**config.mk**
```make
export PLATFORM = sky130hd
export DESIGN_NAME = adbus_sequencer
export DESIGN_NICKNAME = d
export VERILOG_FILES = /design/src/rtl/adbus_pkg.sv /design/src/rtl/adbus_fsm.sv /design/src/rtl/adbus_capture.sv /design/src/rtl/adbus_drive.sv /design/src/rtl/adbus_sequencer.sv
export SDC_FILE = /design/constraint.sdc
export NUM_CORES = 1
export LEC_CHECK = 0
export BUFFER_PORTS_ARGS = -buffer_cell sky130_fd_sc_hd__buf_2
export CAP_MARGIN = 20
export CORE_ASPECT_RATIO = 2
export CORE_MARGIN = 2
export CORE_UTILIZATION = 35
export DETAILED_ROUTE_END_ITERATION = 8
export GPL_ROUTABILITY_DRIVEN = 0
export PLACE_DENSITY = 0.63
export SYNTH_ARGS = -nofsm -noshare
export SYNTH_HDL_FRONTEND = slang
export SYNTH_SLANG_ARGS = --single-unit
```
**constraint.sdc**
```tcl
create_clock -name clk -period 2.5 [get_ports clk]
set_input_delay 0.125 -clock clk [delete_from_list [all_inputs] [get_ports clk]]
set_output_delay 0.125 -clock clk [all_outputs]
set_load 0.02 [all_outputs]
```
**src/rtl/adbus_pkg.sv**
```systemverilog
package adbus_pkg;
  parameter int unsigned ADDR_W = 20;
  parameter int unsigned DATA_W = 16;
  parameter int unsigned SEG_W  = 2;

  typedef enum logic [2:0] {
    ST_IDLE = 3'd0,
    ST_T1   = 3'd1,
    ST_T2   = 3'd2,
    ST_T3   = 3'd3,
    ST_TW   = 3'd4,
    ST_T4   = 3'd5,
    ST_HOLD = 3'd6
  } bus_state_e;
endpackage

```
**src/rtl/adbus_fsm.sv**
```systemverilog
module adbus_fsm
  import adbus_pkg::*;
(
  input  logic       clk,
  input  logic       rst,
  input  logic       req_valid,
  input  logic       ready_in,
  input  logic       hold,
  output bus_state_e state,
  output logic       accept
);
  bus_state_e nxt;

  assign accept = (state == ST_IDLE) && !hold;

  always_comb begin
    nxt = state;
    case (state)
      ST_IDLE: begin
        if (hold)           nxt = ST_HOLD;
        else if (req_valid) nxt = ST_T1;
      end
      ST_T1:   nxt = ST_T2;
      ST_T2:   nxt = ST_T3;
      ST_T3,
      ST_TW:   nxt = ready_in ? ST_T4 : ST_TW;
      ST_T4:   nxt = hold ? ST_HOLD : ST_IDLE;
      ST_HOLD: nxt = hold ? ST_HOLD : ST_IDLE;
      default: nxt = ST_IDLE;
    endcase
  end

  always_ff @(posedge clk) begin
    if (rst) state <= ST_IDLE;
    else     state <= nxt;
  end
endmodule

```
**src/rtl/adbus_capture.sv**
```systemverilog
module adbus_capture
  import adbus_pkg::*;
#(
  parameter int unsigned AW = 20,
  parameter int unsigned DW = 16,
  parameter int unsigned SW = 2
) (
  input  logic          clk,
  input  logic          rst,
  input  logic          take,
  input  bus_state_e    state,
  input  logic          req_write,
  input  logic          req_mem,
  input  logic [AW-1:0] req_addr,
  input  logic          req_upper,
  input  logic [DW-1:0] req_wdata,
  input  logic [SW-1:0] req_seg,
  input  logic          req_iflag,
  input  logic [DW-1:0] ad_in,
  output logic          wr_q,
  output logic          mem_q,
  output logic [AW-1:0] addr_q,
  output logic          upper_q,
  output logic [DW-1:0] wdata_q,
  output logic [SW-1:0] seg_q,
  output logic          iflag_q,
  output logic [DW-1:0] rd_data,
  output logic          done
);
  always_ff @(posedge clk) begin
    if (rst) begin
      wr_q    <= 1'b0;
      mem_q   <= 1'b0;
      addr_q  <= '0;
      upper_q <= 1'b0;
      wdata_q <= '0;
      seg_q   <= '0;
      iflag_q <= 1'b0;
    end else if (take) begin
      wr_q    <= req_write;
      mem_q   <= req_mem;
      addr_q  <= req_addr;
      upper_q <= req_upper;
      wdata_q <= req_wdata;
      seg_q   <= req_seg;
      iflag_q <= req_iflag;
    end
  end

  always_ff @(posedge clk) begin
    if (rst) begin
      rd_data <= '0;
      done    <= 1'b0;
    end else begin
      done <= (state == ST_T4);
      if (state == ST_T4 && !wr_q) rd_data <= ad_in;
    end
  end
endmodule

```
**src/rtl/adbus_drive.sv**
```systemverilog
module adbus_drive
  import adbus_pkg::*;
#(
  parameter int unsigned AW = 20,
  parameter int unsigned DW = 16,
  parameter int unsigned SW = 2
) (
  input  bus_state_e       state,
  input  logic             wr_q,
  input  logic             mem_q,
  input  logic [AW-1:0]    addr_q,
  input  logic             upper_q,
  input  logic [DW-1:0]    wdata_q,
  input  logic [SW-1:0]    seg_q,
  input  logic             iflag_q,
  output logic [DW-1:0]    ad_out,
  output logic             ad_oe,
  output logic [AW-DW-1:0] as_out,
  output logic             as_oe,
  output logic             ctl_oe,
  output logic             ale,
  output logic             m_io,
  output logic             dt_r,
  output logic             den_n,
  output logic             rd_n,
  output logic             wr_n,
  output logic             bhe_n,
  output logic             hlda
);
  localparam int unsigned HW  = AW - DW;
  localparam int unsigned PAD = HW - SW - 1;

  logic [HW-1:0] status;
  logic          strobe;

  generate
    if (PAD > 0) begin : g_pad
      assign status = {{PAD{1'b0}}, iflag_q, seg_q};
    end else begin : g_nopad
      assign status = {iflag_q, seg_q};
    end
  endgenerate

  always_comb begin
    ad_out = '0;
    ad_oe  = 1'b0;
    as_out = '0;
    as_oe  = 1'b0;
    ctl_oe = 1'b1;
    ale    = 1'b0;
    m_io   = 1'b0;
    dt_r   = 1'b0;
    den_n  = 1'b1;
    rd_n   = 1'b1;
    wr_n   = 1'b1;
    bhe_n  = 1'b1;
    hlda   = 1'b0;
    strobe = 1'b0;
    case (state)
      ST_T1: begin
        ad_oe  = 1'b1;
        ad_out = addr_q[DW-1:0];
        as_oe  = 1'b1;
        as_out = mem_q ? addr_q[AW-1:DW] : '0;
        ale    = 1'b1;
        m_io   = mem_q;
        dt_r   = wr_q;
        bhe_n  = ~upper_q;
      end
      ST_T2, ST_T3, ST_TW, ST_T4: begin
        as_oe  = 1'b1;
        as_out = status;
        ad_oe  = wr_q;
        ad_out = wr_q ? wdata_q : '0;
        m_io   = mem_q;
        dt_r   = wr_q;
        bhe_n  = ~upper_q;
        den_n  = (state == ST_T2) ? ~wr_q : 1'b0;
        strobe = (state != ST_T4);
        rd_n   = ~(strobe & ~wr_q);
        wr_n   = ~(strobe & wr_q);
      end
      ST_HOLD: begin
        ctl_oe = 1'b0;
        hlda   = 1'b1;
      end
      default: ;
    endcase
  end
endmodule

```
**src/rtl/adbus_sequencer.sv**
```systemverilog
module adbus_sequencer
  import adbus_pkg::*;
#(
  parameter int unsigned ADDR_BITS = adbus_pkg::ADDR_W,
  parameter int unsigned DATA_BITS = adbus_pkg::DATA_W,
  parameter int unsigned SEG_BITS  = adbus_pkg::SEG_W,
  localparam int unsigned HI_BITS  = ADDR_BITS - DATA_BITS
) (
  input  logic                 clk,
  input  logic                 rst,
  input  logic                 req_valid,
  input  logic                 req_write,
  input  logic                 req_mem,
  input  logic [ADDR_BITS-1:0] req_addr,
  input  logic                 req_upper,
  input  logic [DATA_BITS-1:0] req_wdata,
  input  logic [SEG_BITS-1:0]  req_seg,
  input  logic                 req_iflag,
  output logic                 req_accept,
  output logic [DATA_BITS-1:0] rd_data,
  output logic                 done,
  input  logic                 ready_in,
  input  logic                 hold,
  output logic                 hlda,
  input  logic [DATA_BITS-1:0] ad_in,
  output logic [DATA_BITS-1:0] ad_out,
  output logic                 ad_oe,
  output logic [HI_BITS-1:0]   as_out,
  output logic                 as_oe,
  output logic                 ctl_oe,
  output logic                 ale,
  output logic                 m_io,
  output logic                 dt_r,
  output logic                 den_n,
  output logic                 rd_n,
  output logic                 wr_n,
  output logic                 bhe_n
);
  bus_state_e                 state;
  logic                       wr_q, mem_q, upper_q, iflag_q;
  logic [ADDR_BITS-1:0]       addr_q;
  logic [DATA_BITS-1:0]       wdata_q;
  logic [SEG_BITS-1:0]        seg_q;

  adbus_fsm u_fsm (
    .clk      (clk),
    .rst      (rst),
    .req_valid(req_valid),
    .ready_in (ready_in),
    .hold     (hold),
    .state    (state),
    .accept   (req_accept)
  );

  adbus_capture #(.AW(ADDR_BITS), .DW(DATA_BITS), .SW(SEG_BITS)) u_cap (
    .clk      (clk),
    .rst      (rst),
    .take     (req_accept & req_valid),
    .state    (state),
    .req_write(req_write),
    .req_mem  (req_mem),
    .req_addr (req_addr),
    .req_upper(req_upper),
    .req_wdata(req_wdata),
    .req_seg  (req_seg),
    .req_iflag(req_iflag),
    .ad_in    (ad_in),
    .wr_q     (wr_q),
    .mem_q    (mem_q),
    .addr_q   (addr_q),
    .upper_q  (upper_q),
    .wdata_q  (wdata_q),
    .seg_q    (seg_q),
    .iflag_q  (iflag_q),
    .rd_data  (rd_data),
    .done     (done)
  );

  adbus_drive #(.AW(ADDR_BITS), .DW(DATA_BITS), .SW(SEG_BITS)) u_drv (
    .state  (state),
    .wr_q   (wr_q),
    .mem_q  (mem_q),
    .addr_q (addr_q),
    .upper_q(upper_q),
    .wdata_q(wdata_q),
    .seg_q  (seg_q),
    .iflag_q(iflag_q),
    .ad_out (ad_out),
    .ad_oe  (ad_oe),
    .as_out (as_out),
    .as_oe  (as_oe),
    .ctl_oe (ctl_oe),
    .ale    (ale),
    .m_io   (m_io),
    .dt_r   (dt_r),
    .den_n  (den_n),
    .rd_n   (rd_n),
    .wr_n   (wr_n),
    .bhe_n  (bhe_n),
    .hlda   (hlda)
  );
endmodule

```
# Word-level counts from Yosys, hierarchy flattened
# Index checks and enable logic that the tools add are counted.
[totals]
mem_bits_rw = 0
inputBits = 63
romBits = 0
register_bits = 62
n_memories = 0
out_inout_bits = 49
latch_bits = 0
word_cells = 55
[op_classes]
n_eq_ne = 8
n_shift = 0
add_sub_neg = 0
n_reduce_logical = 9
muxes = 21
n_bitwise = 7
n_div = 0
order_cmp = 0
multipliers = 0
[ops]
columns = ["operator", "n"]
rows = [
  ["$pmux W16 S2", 1],
  ["$mux W16", 1],
  ["$pmux W3 S5", 1],
  ["$mux W1", 12],
  ["$eq A3 B3 Y1 const B", 3],
  ["$mux W3", 3],
  ["$pmux W4 S2", 1],
  ["$eq A3 B2 Y1 const B", 2],
  ["$ne A3 B3 Y1 const B", 2],
  ["$reduce_or A5 Y1", 1],
  ["$mux W4", 1],
  ["$not A1 Y1", 4],
  ["$reduce_or A2 Y1", 2],
  ["$reduce_or A4 Y1", 1],
  ["$and A1 B1 Y1", 3],
  ["$eq A3 B1 Y1 const B", 1],
  ["$logic_not A3 Y1", 1],
  ["$logic_and A1 B1 Y1", 2],
  ["$logic_not A1 Y1", 2],
  ["$pmux W1 S2", 1],
]

# Longest topological paths before layout
[depth]
depth_word = 4
depth_mapped = 6

# Hierarchy
# From an unflattened synthesis, not the netlist that was laid out.
[unflattened]
hier_cells = 323
area_unflattened_um2 = 2947.8
[modules_own_cells]
columns = ["mod", "area_each_um2", "cells_each", "instances"]
rows = [
  ["adbus_capture", 2248.4, 208, 1],
  ["adbus_drive", 514.2, 91, 1],
  ["adbus_fsm", 178.9, 23, 1],
  ["adbus_sequencer", 6.3, 1, 1],
]

# Worst setup path before layout
# No wires, ideal clock.
[synth_path]
kind = "register to output"
start = "reg u_fsm.state[0]"
end = "out dt_r"
path_stages_with_launch = 6
setup_slack_ps = 848
arrival_time_ps = 1527
path_buffers = 2
required_ps = 2375
path_cell_list = "dfxtp_1 -> buf_2 -> clkbuf_1 -> nor3_1 -> a21oi_1 -> and2_1"
[synth_between]
elab_chain_cells = 3
word_cells_on_any_way = 7
[synth_rtl]
columns = ["item", "line_no", "text"]
rows = [
  ["start, declared", "adbus_fsm.sv:9", "output bus_state_e state,"],
  ["start signal, assigned", "adbus_fsm.sv:35", "else state <= nxt;"],
  ["$eq A3 B3 Y1 (tied with other cells)", "--", ""],
  ["$reduce_or A5 Y1 (no line) (*)", "--", ""],
  ["$mux W1 (*)", "adbus_drive.sv:59", "case (state)"],
  ["end, declared", "adbus_sequencer.sv:33", "output logic dt_r,"],
]
# Every way passes the cells marked *; elsewhere a longest branch is shown, timed or not.

# Final worst setup path
[layout_path]
start = "reg u_fsm.state[0]"
end = "out as_out[2]"
[layout_between]
elab_chain_cells = 3
word_cells_on_any_way = 7
[layout_rtl]
columns = ["item", "line_no", "text"]
rows = [
  ["$eq A3 B3 Y1 (tied with other cells)", "--", ""],
  ["$reduce_or A4 Y1", "adbus_drive.sv:59", ""],
  ["$pmux W4 S2 (*)", "adbus_drive.sv:59", ""],
  ["end, declared", "adbus_sequencer.sv:28", "output logic [HI_BITS-1:0] as_out,"],
]
# Marked as above.

==> results.sh <==
export IMPL_syn_to_final_growth_pct=32.2
export IMPL_cpPeakStageDelay_ns=0.68
export IMPL_hp_start="ad_in[14]"
export IMPL_detail_route_antenna_nets=0
export IMPL_max_freq_mhz=493
export IMPL_ys_seq_elements=62
export IMPL_drive_gt1_frac=0.423
export IMPL_crit_family="flip-flops"
export IMPL_worstSetupEndpointType="primary output"
export IMPL_antenna_found_initial=1
export IMPL_hold_depth=3
export IMPL_syn_area_per_cell_um2=8.64
export IMPL_holdPathEnd="u_cap.rd_data[14]"
export IMPL_rsz0062_at_grt="no"
export IMPL_p_clk_frac=0.444
export IMPL_port_buffers=111
export IMPL_firstDrtPassIters=4
export IMPL_grt_max_degree=48
export IMPL_drv_cap=0
export IMPL_clk_pin_slew_ns=0.06
export IMPL_cts_buffers=9
export IMPL_fin_nets=498
export IMPL_synth_cell_type_count=34
export IMPL_hold_class="in2reg"
export IMPL_min_period_over_period=0.811
export IMPL_outcome="finished, final reports clean"
export IMPL_power_density_nw_per_um2=787
export IMPL_clkLatencyLatePin_ns=0.32
export IMPL_period_needed_ns=2.03
export IMPL_gr_usage_all_layers=0.174
export IMPL_die_h_um=134
export IMPL_worst_slew_margin_rel=0.611
export IMPL_synth_warnings=0
export IMPL_drc_errors=0
export IMPL_p_seq_frac=0.361
export IMPL_final_common_cell="buf_2"
export IMPL_drt_iter0_drc=98
export IMPL_layout_common_cells="buf_2 (111), a21oi_1 (64), dfxtp_1 (62)"
export IMPL_die_width_um=68.8
export IMPL_crit_required_ns=2.38
export IMPL_ctsRootBufferMaster="clkbuf_16"
export IMPL_fin_skew_ns=0.00570
export IMPL_r2r_start="u_fsm.state[2]"
export IMPL_cts_setup_buffers=0
export IMPL_clock_sinks=62
export IMPL_ios=112
export IMPL_syn_cell_area_um2=2940
export IMPL_maxSlewViolCount=0
export IMPL_routed_wl_um=7840
export IMPL_cp_num_buf_inv=2
export IMPL_cp_slowest_cell="dfxtp_1"
export IMPL_ys_seq_area_frac=0.422
export IMPL_r2r_setup_slack_ns=0.78
export IMPL_r2r_end="u_cap.seg_q[1]"
export IMPL_vias=2789
export IMPL_ir_drop_v=0.000564
export IMPL_hold_viol_final=0
export IMPL_r2r_cells=5
export IMPL_start_kind="flop"
export IMPL_cp_max_fo=18
export IMPL_clockBufferDepth=2
export IMPL_cp_cell_sequence="nor3b_2, buf_4, a32o_1, buf_2"
export IMPL_grt_remaining_overflow=0
export IMPL_p_int_uw=2200
export IMPL_cp_arrival_ns=1.90
export IMPL_num_rows=47
export IMPL_ctsResizeCount=0
export IMPL_placed_area_um2=3550
export IMPL_worst_pin_slew_ns=0.584
export IMPL_tns_ns=0
export IMPL_hpwl_um=5530
export IMPL_power_leakage_uw=0.00168
export IMPL_core_region_area_um2=8230
export IMPL_swShare=0.280
export IMPL_first_global_vias=2694
export IMPL_syn_inst=340
export IMPL_critical_path_class="reg2out"
export IMPL_setup_viol=0
export IMPL_p_comb_frac=0.195
export IMPL_wl_per_cell_um=14.5
export IMPL_viasPerCell=5.17
export IMPL_syn_num_nets=403
export IMPL_power_switching_uw=858
export IMPL_hold_buffers=0
export IMPL_die_area_um2=9190
export IMPL_cts_htree_levels=3
export IMPL_final_cell_area_um2=3880
export IMPL_initial_core_util=0.357
export IMPL_grt_pass1_wl_um=12200
export IMPL_cts_tree="done"
-- power by group through the flow --
stage | registers (uW) | logic, uW | clock network, uW
3_3_place_gp | 1120 | 587 | 0
6_report | 1100 | 597 | 1360
2_1_floorplan | 1110 | 437 | 0
5_1_grt | 1110 | 653 | 1430
4_1_cts | 1100 | 601 | 1390
3_5_place_dp | 1120 | 598 | 0
-- registers in the layout (all words and copies together), names as in the netlist --
name and cells:
u_cap.addr_q 20, u_cap.rd_data 16, u_cap.wdata_q 16, u_fsm.state 3, u_cap.seg_q 2, u_cap.done 1
u_cap.iflag_q 1, u_cap.mem_q 1, u_cap.upper_q 1, u_cap.wr_q 1
-- cells by family after synthesis --
family,after synthesis,synth area share
flops,62,0.422
simple gates,101,0.177
xor+xnor,1,0.00298
compound gates,134,0.328
buf+inv,42,0.0694
-- through the flow --
step	util	setup slack [ns]	hold WS (ns)	total power [uW]	cells
4_1_cts	0.472	0.483	0.0235	3090	538
3_3_place_gp	0.431	0.845	0.365	1710	522
2_1_floorplan	-	0.848	0.261	1550	340
5_1_grt	0.472	0.340	0.0231	3190	539
6_report	0.472	0.473	0.0349	3060	539
3_5_place_dp	0.431	0.796	0.372	1720	522
-- worst register-to-register path: stages (launching register included) --
cell     delay [ns]
dfxtp_1        0.33
buf_4          0.20
nor4_4         0.37
buf_4          0.43
a21bo_2        0.21
a21oi_1        0.06
-- cell type report --
type,instances,area [um^2]
clock buffer,10,239
inverter,3,11.3
sequential,62,1240
timing repair buffer,123,671
multi-input combinational,236,1500
tap,98,123
antenna,1,2.50
clock inverter,6,93.8
fill,875,4350
-- metal layers --
metal  track usage  share of wire  vias up
met3        0.0431          0.053       17
met1         0.192           0.38     1287
met4        0.0926          0.030        0
li1              -              -     1405
met5             0              0        -
met2         0.294           0.54       80
-- cells in the mapped netlist --
| cell type | n | area (um^2) |
|---|---|---|
| a21oi_1 | 64 | 320 |
| dfxtp_1 | 62 | 1240 |
| nand3_1 | 43 | 215 |
| a21bo_2 | 42 | 420 |
| nand2_1 | 37 | 139 |
| clkbuf_1 | 22 | 82.6 |
| a22o_1 | 16 | 140 |
| buf_2 | 10 | 50.1 |
| buf_6 | 4 | 45.0 |
| o21ai_0 | 4 | 20.0 |
| and2_1 | 3 | 18.8 |
| inv_1 | 3 | 11.3 |
| nor2b_1 | 3 | 18.8 |
| and3_1 | 2 | 12.5 |
| and4b_1 | 2 | 20.0 |
| buf_1 | 2 | 7.51 |
| nor3b_1 | 2 | 15.0 |
| nor4bb_1 | 2 | 20.0 |
| or2_2 | 2 | 12.5 |
| a2111oi_0 | 1 | 8.76 |
| a221oi_1 | 1 | 8.76 |
| a2bb2oi_1 | 1 | 8.76 |
| a31oi_1 | 1 | 6.26 |
| a32o_1 | 1 | 10.0 |
| buf_4 | 1 | 7.51 |
| nand2b_1 | 1 | 6.26 |
| nand4bb_1 | 1 | 11.3 |
| nor2_1 | 1 | 3.75 |
| nor3_1 | 1 | 5.00 |
| nor4_4 | 1 | 21.3 |
| o21bai_1 | 1 | 7.51 |
| o22ai_1 | 1 | 6.26 |
| o31ai_1 | 1 | 7.51 |
| xor2_1 | 1 | 8.76 |
-- worst max-delay path by stage --
stage / cells past startpoint / slack [ns] / end / from
6_report: 4 / 0.47 / as_out[2] / u_fsm.state[0]
5_1_grt: 4 / 0.34 / as_out[2] / u_fsm.state[0]
4_1_cts: 4 / 0.48 / as_out[2] / u_fsm.state[0]
3_5_place_dp: 4 / 0.80 / u_fsm.state[0] / u_fsm.state[0]
3_3_place_gp: 4 / 0.84 / u_cap.wdata_q[1] / u_fsm.state[0]
2_1_floorplan: 5 / 0.85 / dt_r / u_fsm.state[0]
No activity file was read; power rests on OpenSTA's default activity.
